`src/rtl/cmdseq_pkg.sv`:
```
package cmdseq_pkg;

  typedef enum logic [1:0] {
    PH_READY = 2'd0,
    PH_RECV  = 2'd1,
    PH_EXEC  = 2'd2,
    PH_RESP  = 2'd3
  } phase_t;

  // strobes from control to datapath
  typedef struct packed {
    logic cntClear;
    logic cntInc;
    logic rdRewind;
    logic rdInc;
    logic rcLoadEng;
    logic rcLoadCancel;
  } strobe_t;

  localparam logic [1:0] SEL_STATUS = 2'd0;
  localparam logic [1:0] SEL_EXT    = 2'd1;
  localparam logic [1:0] SEL_FIFO   = 2'd2;

  localparam int BIT_VALID  = 7;
  localparam int BIT_READY  = 6;
  localparam int BIT_GO     = 5;
  localparam int BIT_AVAIL  = 4;
  localparam int BIT_EXPECT = 3;
  localparam int BIT_SELF   = 2;
  localparam int BIT_RETRY  = 1;
  localparam int BIT_CANCEL = 0;

  localparam int HDR_LEN  = 6;
  localparam int RESP_LEN = 10;

endpackage

```
`src/rtl/cmdseq_data.sv`:
```
module cmdseq_data
  import cmdseq_pkg::*;
#(
  parameter int MAX_CMD   = 16,
  parameter int BURST_MAX = 8,
  parameter logic [31:0] CANCEL_RC = 32'h0000_0909
) (
  input  logic        clk,
  input  logic        rstN,
  input  strobe_t     stb,
  input  logic [7:0]  wrByte,
  input  phase_t      phase,
  input  logic [31:0] engRc,
  output logic        needMore,
  output logic        respLeft,
  output logic [15:0] burstCount,
  output logic [7:0]  readData
);
  localparam int CW = $clog2(MAX_CMD + 1);

  logic [CW-1:0] cnt;
  logic [31:0]   lenReg;
  logic [3:0]    rdIdx;
  logic [31:0]   rcReg;

  logic [31:0] cntW, limW, effW, cmdRem, respRem, burstW;
  logic [7:0]  frameByte;

  always_comb begin
    cntW = 32'(cnt);
    limW = (lenReg > 32'(MAX_CMD)) ? 32'(MAX_CMD) : lenReg;
    effW = (limW < 32'(HDR_LEN)) ? 32'(HDR_LEN) : limW;
    needMore = (cntW < effW);
    if (cntW < 32'(HDR_LEN)) cmdRem = 32'(HDR_LEN) - cntW;
    else if (needMore)       cmdRem = effW - cntW;
    else                     cmdRem = 32'd0;
    respLeft = (rdIdx < 4'(RESP_LEN));
    respRem  = 32'(RESP_LEN) - 32'(rdIdx);
    case (phase)
      PH_READY, PH_RECV: burstW = (cmdRem > 32'(BURST_MAX)) ? 32'(BURST_MAX) : cmdRem;
      PH_RESP:           burstW = (respRem > 32'(BURST_MAX)) ? 32'(BURST_MAX) : respRem;
      default:           burstW = 32'd0;
    endcase
    burstCount = burstW[15:0];
  end

  // fixed response frame built from the stored return code
  always_comb begin
    case (rdIdx)
      4'd0:    frameByte = 8'h80;
      4'd1:    frameByte = 8'h01;
      4'd5:    frameByte = 8'(RESP_LEN);
      4'd6:    frameByte = rcReg[31:24];
      4'd7:    frameByte = rcReg[23:16];
      4'd8:    frameByte = rcReg[15:8];
      4'd9:    frameByte = rcReg[7:0];
      default: frameByte = 8'h00;
    endcase
    readData = (phase == PH_RESP && respLeft) ? frameByte : 8'h00;
  end

  always_ff @(posedge clk or negedge rstN) begin
    if (!rstN) begin
      cnt    <= '0;
      lenReg <= '0;
    end else if (stb.cntClear) begin
      cnt    <= '0;
      lenReg <= '0;
    end else if (stb.cntInc) begin
      cnt <= cnt + 1'b1;
      if (cntW >= 32'd2 && cntW <= 32'd5) lenReg <= {lenReg[23:0], wrByte};
    end
  end

  always_ff @(posedge clk or negedge rstN) begin
    if (!rstN) begin
      rdIdx <= '0;
      rcReg <= '0;
    end else begin
      if (stb.rdRewind)   rdIdx <= '0;
      else if (stb.rdInc) rdIdx <= rdIdx + 1'b1;
      if (stb.rcLoadCancel)   rcReg <= CANCEL_RC;
      else if (stb.rcLoadEng) rcReg <= engRc;
    end
  end

  AST_CNT_LIMIT: assert property (@(posedge clk) disable iff (!rstN)
    32'(cnt) <= 32'(MAX_CMD));
  AST_RD_LIMIT: assert property (@(posedge clk) disable iff (!rstN)
    rdIdx <= 4'(RESP_LEN));
  AST_BURST_CAP: assert property (@(posedge clk) disable iff (!rstN)
    32'(burstCount) <= 32'(BURST_MAX));
  AST_EXEC_NO_BURST: assert property (@(posedge clk) disable iff (!rstN)
    phase == PH_EXEC |-> burstCount == 16'd0);

endmodule

```
`src/rtl/cmdseq_ctrl.sv`:
```
module cmdseq_ctrl
  import cmdseq_pkg::*;
#(
  parameter bit SELF_TEST_DONE = 1'b1
) (
  input  logic       clk,
  input  logic       rstN,
  input  logic       hostWrEn,
  input  logic [1:0] hostWrSel,
  input  logic [7:0] hostWrData,
  input  logic       hostRdEn,
  input  logic       engDone,
  input  logic       needMore,
  input  logic       respLeft,
  output phase_t     phase,
  output strobe_t    stb,
  output logic [7:0] statusByte,
  output logic       engStart,
  output logic       engCancel
);
  phase_t phaseNext;
  logic   startNext, cancelNext;
  logic   wrStatus, wrExt, wrFifo;
  logic   cmdReadyW, goW, retryW, cancelW;

  assign wrStatus  = hostWrEn && hostWrSel == SEL_STATUS;
  assign wrExt     = hostWrEn && hostWrSel == SEL_EXT;
  assign wrFifo    = hostWrEn && hostWrSel == SEL_FIFO;
  assign cmdReadyW = wrStatus && hostWrData[BIT_READY];
  assign goW       = wrStatus && hostWrData[BIT_GO];
  assign retryW    = wrStatus && hostWrData[BIT_RETRY];
  assign cancelW   = wrExt && hostWrData[BIT_CANCEL];

  always_comb begin
    phaseNext  = phase;
    stb        = '0;
    startNext  = 1'b0;
    cancelNext = 1'b0;
    case (phase)
      PH_READY: begin
        if (wrFifo) begin
          stb.cntInc = 1'b1;
          phaseNext  = PH_RECV;
        end
      end
      PH_RECV: begin
        if (cmdReadyW) begin
          stb.cntClear = 1'b1;
          phaseNext    = PH_READY;
        end else if (goW && !needMore) begin
          startNext = 1'b1;
          phaseNext = PH_EXEC;
        end else if (wrFifo && needMore) begin
          stb.cntInc = 1'b1;
        end
      end
      PH_EXEC: begin
        if (cancelW) begin
          stb.rcLoadCancel = 1'b1;
          stb.rdRewind     = 1'b1;
          cancelNext       = 1'b1;
          phaseNext        = PH_RESP;
        end else if (engDone) begin
          stb.rcLoadEng = 1'b1;
          stb.rdRewind  = 1'b1;
          phaseNext     = PH_RESP;
        end
      end
      default: begin
        if (cmdReadyW) begin
          stb.cntClear = 1'b1;
          phaseNext    = PH_READY;
        end else if (retryW) begin
          stb.rdRewind = 1'b1;
        end else if (hostRdEn && respLeft) begin
          stb.rdInc = 1'b1;
        end
      end
    endcase
  end

  always_ff @(posedge clk or negedge rstN) begin
    if (!rstN) begin
      phase     <= PH_READY;
      engStart  <= 1'b0;
      engCancel <= 1'b0;
    end else begin
      phase     <= phaseNext;
      engStart  <= startNext;
      engCancel <= cancelNext;
    end
  end

  always_comb begin
    statusByte             = 8'h00;
    statusByte[BIT_VALID]  = 1'b1;
    statusByte[BIT_READY]  = (phase == PH_READY);
    statusByte[BIT_AVAIL]  = (phase == PH_RESP) && respLeft;
    statusByte[BIT_EXPECT] = (phase == PH_READY) || (phase == PH_RECV && needMore);
    statusByte[BIT_SELF]   = SELF_TEST_DONE;
  end

  AST_START_IN_EXEC: assert property (@(posedge clk) disable iff (!rstN)
    engStart |-> phase == PH_EXEC);
  AST_GO_NEEDS_FULL: assert property (@(posedge clk) disable iff (!rstN)
    (phase == PH_RECV && needMore) |=> phase != PH_EXEC);
  AST_EXEC_EXIT: assert property (@(posedge clk) disable iff (!rstN)
    ($past(phase) == PH_EXEC && phase != PH_EXEC) |->
      $past(engDone || (hostWrEn && hostWrSel == SEL_EXT && hostWrData[0])));
  AST_CANCEL_TO_RESP: assert property (@(posedge clk) disable iff (!rstN)
    engCancel |-> phase == PH_RESP);
  AST_READY_XOR_AVAIL: assert property (@(posedge clk) disable iff (!rstN)
    !(statusByte[BIT_READY] && statusByte[BIT_AVAIL]));

endmodule

```
`src/rtl/cmdseq_top.sv`:
```
module cmdseq_top
  import cmdseq_pkg::*;
#(
  parameter int MAX_CMD   = 16,
  parameter int BURST_MAX = 8,
  parameter logic [1:0]  FAMILY    = 2'b01,
  parameter logic [31:0] CANCEL_RC = 32'h0000_0909
) (
  input  logic        clk,
  input  logic        rstN,
  input  logic        hostWrEn,
  input  logic [1:0]  hostWrSel,
  input  logic [7:0]  hostWrData,
  input  logic        hostRdEn,
  output logic [7:0]  readData,
  output logic [7:0]  statusByte,
  output logic [7:0]  extStatusByte,
  output logic [15:0] burstCount,
  output logic        engStart,
  output logic        engCancel,
  input  logic        engDone,
  input  logic [31:0] engRc
);
  phase_t  phase;
  strobe_t stb;
  logic    needMore, respLeft;

  assign extStatusByte = {4'b0000, FAMILY, 2'b00};

  cmdseq_ctrl #(.SELF_TEST_DONE(1'b1)) i_ctrl (
    .clk(clk), .rstN(rstN),
    .hostWrEn(hostWrEn), .hostWrSel(hostWrSel), .hostWrData(hostWrData),
    .hostRdEn(hostRdEn), .engDone(engDone),
    .needMore(needMore), .respLeft(respLeft),
    .phase(phase), .stb(stb), .statusByte(statusByte),
    .engStart(engStart), .engCancel(engCancel)
  );

  cmdseq_data #(.MAX_CMD(MAX_CMD), .BURST_MAX(BURST_MAX), .CANCEL_RC(CANCEL_RC)) i_data (
    .clk(clk), .rstN(rstN), .stb(stb), .wrByte(hostWrData), .phase(phase),
    .engRc(engRc), .needMore(needMore), .respLeft(respLeft),
    .burstCount(burstCount), .readData(readData)
  );

endmodule

```
`config.mk`:
```
export PLATFORM = sky130hd
export DESIGN_NAME = cmdseq_top
export DESIGN_NICKNAME = d
export VERILOG_FILES = /design/src/rtl/cmdseq_pkg.sv /design/src/rtl/cmdseq_data.sv /design/src/rtl/cmdseq_ctrl.sv /design/src/rtl/cmdseq_top.sv
export SDC_FILE = /design/constraint.sdc
export NUM_CORES = 1
export LEC_CHECK = 0
export BUFFER_PORTS_ARGS = -buffer_cell sky130_fd_sc_hd__buf_2
export CORE_MARGIN = 5
export CORE_UTILIZATION = 60
export CTS_CLUSTER_SIZE = 12
export DETAILED_ROUTE_END_ITERATION = 6
export GPL_TIMING_DRIVEN = 0
export HOLD_SLACK_MARGIN = 0.15
export PLACE_DENSITY = 0.9
export SLEW_MARGIN = 20
export SYNTH_ARGS = -nofsm -noshare
export SYNTH_HDL_FRONTEND = slang
export SYNTH_SLANG_ARGS = --single-unit
```
`constraint.sdc`:
```
create_clock -name clk -period 6.6 [get_ports clk]
set_clock_uncertainty 0.1 [all_clocks]
set_input_delay 1.32 -clock clk [delete_from_list [all_inputs] [get_ports clk]]
set_output_delay 1.32 -clock clk [all_outputs]
set_load 0.02 [all_outputs]
```
==> qor.csv, run 1 <==
metric,value,unit
number of global-route vias before repair,3925,
max-cap viol count,0,
Yosys reg bits,77,
complex-gate fraction of the synthesized area,14.6,%
chip height,96.6,microns
fin crit share,86.7,%
antenna cells,0,
root buffer cell,clkbuf_8,
DRC,0,
worst relative slew slack,47.2,%
"slowest stage delay, CP",0.53,ns
Horiz. Die Dim,96.6,microns
Resize count post-CTS,0,
CP Capture Type,output port,
register area share after synthesis,42.8,%
vias per cell,5.62,
Max Root-Sink Buffers,2,
Mapped Cells,511,
initial drt markers,285,
"Reg clk slew, reported paths",0.09,ns
final hold viol count,0,
setup TNS,0,ns
first-pass GRT wire length,18700,microns
post-layout min period,5.72,ns
simple-gate share of the synthesized area,18.9,%
WL/cell,15.5,microns
Critical-path top delay cell,or4_1,
Post-Synth XOR/XNOR Area,0.972,%
grt total ovfl,0,
total wire length,11100,microns
Final Util,71.8,%
cts hold-fix bufs,0,
asr flop ratio synth,100,%
endpoints failing setup,0,
Worst path most repeated cell,or4_1,
mux contribution to synthesized area,7.56,%
most frequent cells in the layout,"nand2_1 (106), dfrtp_1 (77), buf_2 (62)",
P_leak,2.76,nW
"Area growth, synth to finish",16.2,%
status,finished clean,
pin count of the biggest net entering global routing,44,
Num Clock Sinks,77,
Filler cells,554,
Detailed Routing Iterations Pass 1,5,
"most common cell after layout, fill and taps aside",nand2_1,
worst hold start,i_data.rcReg[8]$_DFFE_PN0P_,
Clock Latency Late Sink,0.36,ns
Synth Area in Adders,4.06,%
arrival time at the worst endpoint,4.30,ns
core box area,0.00729,sq mm
post-DP HPWL,8290,microns
worst-path fanout max,6,
die footprint,0.00934,sq mm
total CTS buffers,9,
total area of sequential cells,0.00193,sq mm
I/O Buffers,63,
Hold WC Path Type,reg2reg,
GPL Wtd Cong,0.950,
antenna violations before repair,0,
row count,31,
synth unique cells,61,
post-CTS setup repair buffer count,0,
Vias,4006,
main combinational cell family by area after synthesis,simple AND/OR/NAND/NOR gates,
Fmax,175,MHz
area of the multi-input gates,0.00217,sq mm
critical register-to-register path startpoint,i_data.lenReg[28]$_DFFE_PN0P_,
net count reported at finish,670,
"Slew Viols, Final",0,
Worst EP required,5.18,ns
Crit Path Class,reg2out,
Post-synth EDFFs,0,
"Top FF cell, synth",dfrtp_1,
Total GRT Usage,24.2,%
Slew @ Worst Pin,0.788,ns
CTS tree,yes,
"Cell Chain, Critical Path",or4_1 > or4_1 > a211oi_2 > nand3_1 > ha_1 > fa_1 > or2b_1 > a21oi_1 > a32oi_1 > o221ai_1 > a21boi_0 > buf_2,
Synth warnings,0,
H-tree depth,3,
share of cells above drive strength 1,18.7,%
power per cell area,478,mW/mm^2
RSZ-0062 raised after global routing,no,
Max IR drop VDD,0.000729,V
Ports,89,
Initial Utilization,61.8,%
Worst setup SP type,flop,
mean post-synth cell area,8.81,sq um
Reg2Reg Setup Slack,2.26,ns
antenna-violating nets left,0,
CP startpoint,i_data.lenReg[28]$_DFFE_PN0P_,
mapped cell area,0.00450,sq mm
## final timing paths
kind	to	depth (start not counted)
worst max-delay path	burstCount[3]	12
worst min-delay path	i_data.rcReg[8]$_DFFE_PN0P_	2
worst max register to register	i_data.lenReg[23]$_DFFE_PN0P_	13
worst min register to register	i_data.rcReg[8]$_DFFE_PN0P_	2
max in group asynchronous	i_data.rcReg[25]$_DFFE_PN0P_	2
min in group asynchronous	i_data.cnt[1]$_DFFE_PN0P_	1
## final cells by class
type | count | area share [%]
Multi-Input combinational cell | 365 | 41.4
Sequential cell | 77 | 36.8
Buffer | 52 | 6.60
Timing Repair Buffer | 64 | 6.45
Inverter | 40 | 2.87
Clock buffer | 9 | 2.37
Tap cell | 99 | 2.37
Clock inverter | 7 | 1.12
## state kept, by name, indices dropped and copies added, names as in the netlist
signal,cells
i_ctrl.engCancel,1
i_ctrl.engStart,1
i_ctrl.phase,2
i_data.cnt,5
i_data.lenReg,32
i_data.rcReg,32
i_data.rdIdx,4
## metal layers
| metal | track usage, % | vias to the layer above | part of all wire [%] | routed length, microns |
|---|---|---|---|---|
| met3 | 5.18 | 29 | 7.8 | 868 |
| li1 | - | 1881 | - | - |
| met2 | 39.0 | 200 | 48 | 5370 |
| met4 | 7.88 | 0 | 2.3 | 255 |
| met5 | 0 | - | 0 | 0 |
| met1 | 32.6 | 1896 | 41 | 4570 |
## cell families (layout without fill, tap and decap cells)
kind of cell,after synthesis,count (layout)
other,2,25
muxes,34,34
buffers and inverters,92,172
and+or+nand+nor,183,183
xor gates and xnor gates,5,5
DFF,77,77
AOI/OAI and AO/OA,104,104
adders and majority gates,14,14
## synth_stat cells (3+ instances only)
master      n  area share, %
nor4_1      4           0.56
buf_4      25            4.2
nor3_1      4           0.44
o22ai_1     3           0.42
and2_1      8            1.1
a32oi_1     3           0.58
inv_1      40            3.3
nand2_1   106            8.8
a22oi_1     6            1.0
clkbuf_1   20            1.7
nor3b_1     4           0.67
o21a_1      3           0.50
mux2i_1    34            7.6
buf_1       3           0.25
xnor2_1     4           0.78
buf_12      3            1.3
nand4_1     5           0.69
nand3_1    12            1.3
dfrtp_1    77             43
a21oi_1    17            1.9
o21ai_0    44            4.9
nor2_1     21            1.8
ha_1       13            3.6
## where the power goes
part | total, W | leakage, nW | switching, W | internal [W]
sequential | 0.000733 | 1.02 | 0.000115 | 0.000618
combinational | 0.00143 | 1.66 | 0.000856 | 0.000575
clock | 0.000340 | 0.0804 | 0.000198 | 0.000142
total | 0.00250 | 2.76 | 0.00117 | 0.00133
## through the flow
| step | total power [W] | hold WS [ns] | cell area, sq um | setup slack, ns | instances |
|---|---|---|---|---|---|
| floorplan | 0.00178 | 0.345 | 4590 | 1.54 | 534 |
| global placement | 0.00207 | 0.364 | 5030 | 1.40 | 696 |
| detailed placement | 0.00213 | 0.373 | 5050 | 1.34 | 697 |
| CTS | 0.00247 | 0.394 | 5230 | 0.933 | 713 |
| global route | 0.00269 | 0.421 | 5230 | 0.667 | 713 |
| finish | 0.00250 | 0.390 | 5230 | 0.880 | 713 |
## critical path, delay by kind of cell (launching register included)
kind	cells	cell delay (ns)
compound gates	5	1.19
flops	1	0.39
simple gates	4	1.52
buf+inv	1	0.19
fa+ha+maj	2	0.65
Note: power is estimated with default switching activity, not from simulation.
==> run 2, diff against run 1 <==
--- a/config.mk
+++ b/config.mk
@@ -12,7 +12,7 @@
 export DETAILED_ROUTE_END_ITERATION = 6
 export GPL_TIMING_DRIVEN = 0
 export HOLD_SLACK_MARGIN = 0.15
-export PLACE_DENSITY = 0.9
+export PLACE_DENSITY = 0.86
 export SLEW_MARGIN = 20
 export SYNTH_ARGS = -nofsm -noshare
 export SYNTH_HDL_FRONTEND = slang
==> run 2 against run 1 <==
Compared with the run above:
- first-iteration DRC count decreased by 9.1%
- setup slack improved by 0.039 ns
- maximum frequency increased by 0.68%
- total power increased by 0.74%
- worst hold slack improved by 0.00095 ns
- largest power group unchanged
- largest cell class unchanged
- sequential share of layout area decreased by 0.22 points
- clock power increased by 9.4%
==> qor.csv, run 2 (synthesis results as in run 1) <==
metric,value,unit
Final Util,72.2,%
Most Crowded Layer GR,met2,
"most common cell after layout, fill and taps aside",nand2_1,
Max IR drop VDD,0.000644,V
Worst setup SP type,flop,
I/O Buffers,63,
core box area,0.00729,sq mm
Detailed Routing Iterations Pass 1,5,
CP startpoint,i_data.lenReg[28]$_DFFE_PN0P_,
arrival time at the worst endpoint,4.26,ns
antenna-violating nets left,0,
RSZ-0062 raised after global routing,no,
"Slew Viols, Final",0,
critical register-to-register path startpoint,i_data.lenReg[28]$_DFFE_PN0P_,
Total GRT Usage,23.9,%
Vias,3961,
"Reg clk slew, reported paths",0.08,ns
chip height,96.6,microns
initial drt markers,259,
net count reported at finish,670,
Max Root-Sink Buffers,2,
post-layout min period,5.68,ns
Filler cells,597,
met2 Use GR,39.0,%
setup TNS,0,ns
power per cell area,479,mW/mm^2
P_leak,2.78,nW
most frequent cells in the layout,"nand2_1 (106), dfrtp_1 (77), buf_2 (62)",
Hold EP,i_data.rcReg[0]$_DFFE_PN0P_,
worst-path fanout max,6,
grt total ovfl,0,
row count,31,
fin crit share,86.1,%
root buffer cell,clkbuf_8,
H-tree depth,3,
Ports,89,
vias per cell,5.56,
antenna cells,0,
Regs by FF count,"i_data.lenReg x32, i_data.rcReg x32, i_data.cnt x5",
met1 usage,31.7,%
total wire length,10800,microns
post-DP HPWL,8250,microns
Clock Latency Late Sink,0.36,ns
pin count of the biggest net entering global routing,57,
number of global-route vias before repair,4073,
status,finished clean,
Resize count post-CTS,0,
Num Clock Sinks,77,
WL/cell,15.1,microns
CP Capture Type,output port,
worst hold start,i_data.rcReg[0]$_DFFE_PN0P_,
endpoints failing setup,0,
CTS tree,yes,
Reg2Reg Setup Slack,2.33,ns
GPL Wtd Cong,0.930,
die footprint,0.00934,sq mm
final hold viol count,0,
total CTS buffers,9,
R2R depth,13,
GR Util met3,4.89,%
Worst R2R End,i_data.lenReg[2]$_DFFE_PN0P_,
Slew @ Worst Pin,0.781,ns
Crit Path Class,reg2out,
Fmax,176,MHz
"Area growth, synth to finish",16.9,%
antenna violations before repair,0,
Initial Utilization,61.8,%
share of cells above drive strength 1,18.7,%
Worst Hold Depth,2,
worst relative slew slack,47.7,%
Horiz. Die Dim,96.6,microns
total area of sequential cells,0.00193,sq mm
Worst EP required,5.18,ns
post-CTS setup repair buffer count,0,
area of the multi-input gates,0.00217,sq mm
DRC,0,
first-pass GRT wire length,18700,microns
cts hold-fix bufs,0,
max-cap viol count,0,
Hold WC Path Type,reg2reg,
-- run 2: cell count changes in the layout (fill, tap and decap cells not counted), sizes merged --
cell	delta
clkinvlp	-2
clkinv	+1
bufinv	+1
-- run 2: layer usage --
metal  up-vias  part of all wire (%)
met3        12                   6.2
li1       1893                     -
met4         0                   1.5
met1      1918                    43
met5         -                     0
met2       138                    49
-- run 2: worst max path at each step --
stage	end	slack, ns	depth (start not counted)
detailed placement	burstCount[3]	1.36	12
floorplan	burstCount[3]	1.54	11
finish	burstCount[3]	0.92	12
global placement	burstCount[3]	1.39	12
CTS	burstCount[3]	0.95	12
global route	burstCount[3]	0.65	12
-- run 2: report_power, final --
group	total (W)	leakage (nW)	switching, W	internal, W
registers	0.000734	1.02	0.000116	0.000618
clock network	0.000372	0.0984	0.000192	0.000180
logic	0.00142	1.66	0.000844	0.000571
-- run 2: critical path, cell delays in order (launching register included) --
cell and delay (ns):
dfrtp_1 0.39, or4_1 0.52, or4_1 0.54, a211oi_2 0.32, nand3_1 0.18, ha_1 0.25
fa_1 0.41, or2b_1 0.23, a21oi_1 0.24, a32oi_1 0.15, o221ai_1 0.28, a21boi_0 0.21
buf_2 0.19
-- run 2: cell type report --
class                   instances  share of cell area (%)
plain buffers                  52                    6.56
clock buffers                   9                    2.35
clock inverters                 7                    1.57
inverters                      40                    2.85
multi-input cells             365                    41.2
flip-flops and latches         77                    36.6
well taps                      99                    2.35
repair buffers                 64                    6.56
-- run 2: through the flow --
stage / hold WS, ns / area, sq um / std cells / power (W) / worst slack (ns)
final: 0.391 / 5270 / 713 / 0.00252 / 0.919
after global routing: 0.428 / 5270 / 713 / 0.00273 / 0.645
after CTS: 0.392 / 5270 / 713 / 0.00251 / 0.949
after detailed placement: 0.372 / 5060 / 697 / 0.00214 / 1.36
after global placement: 0.364 / 5030 / 696 / 0.00208 / 1.39
after floorplan: 0.345 / 4590 / 534 / 0.00178 / 1.54
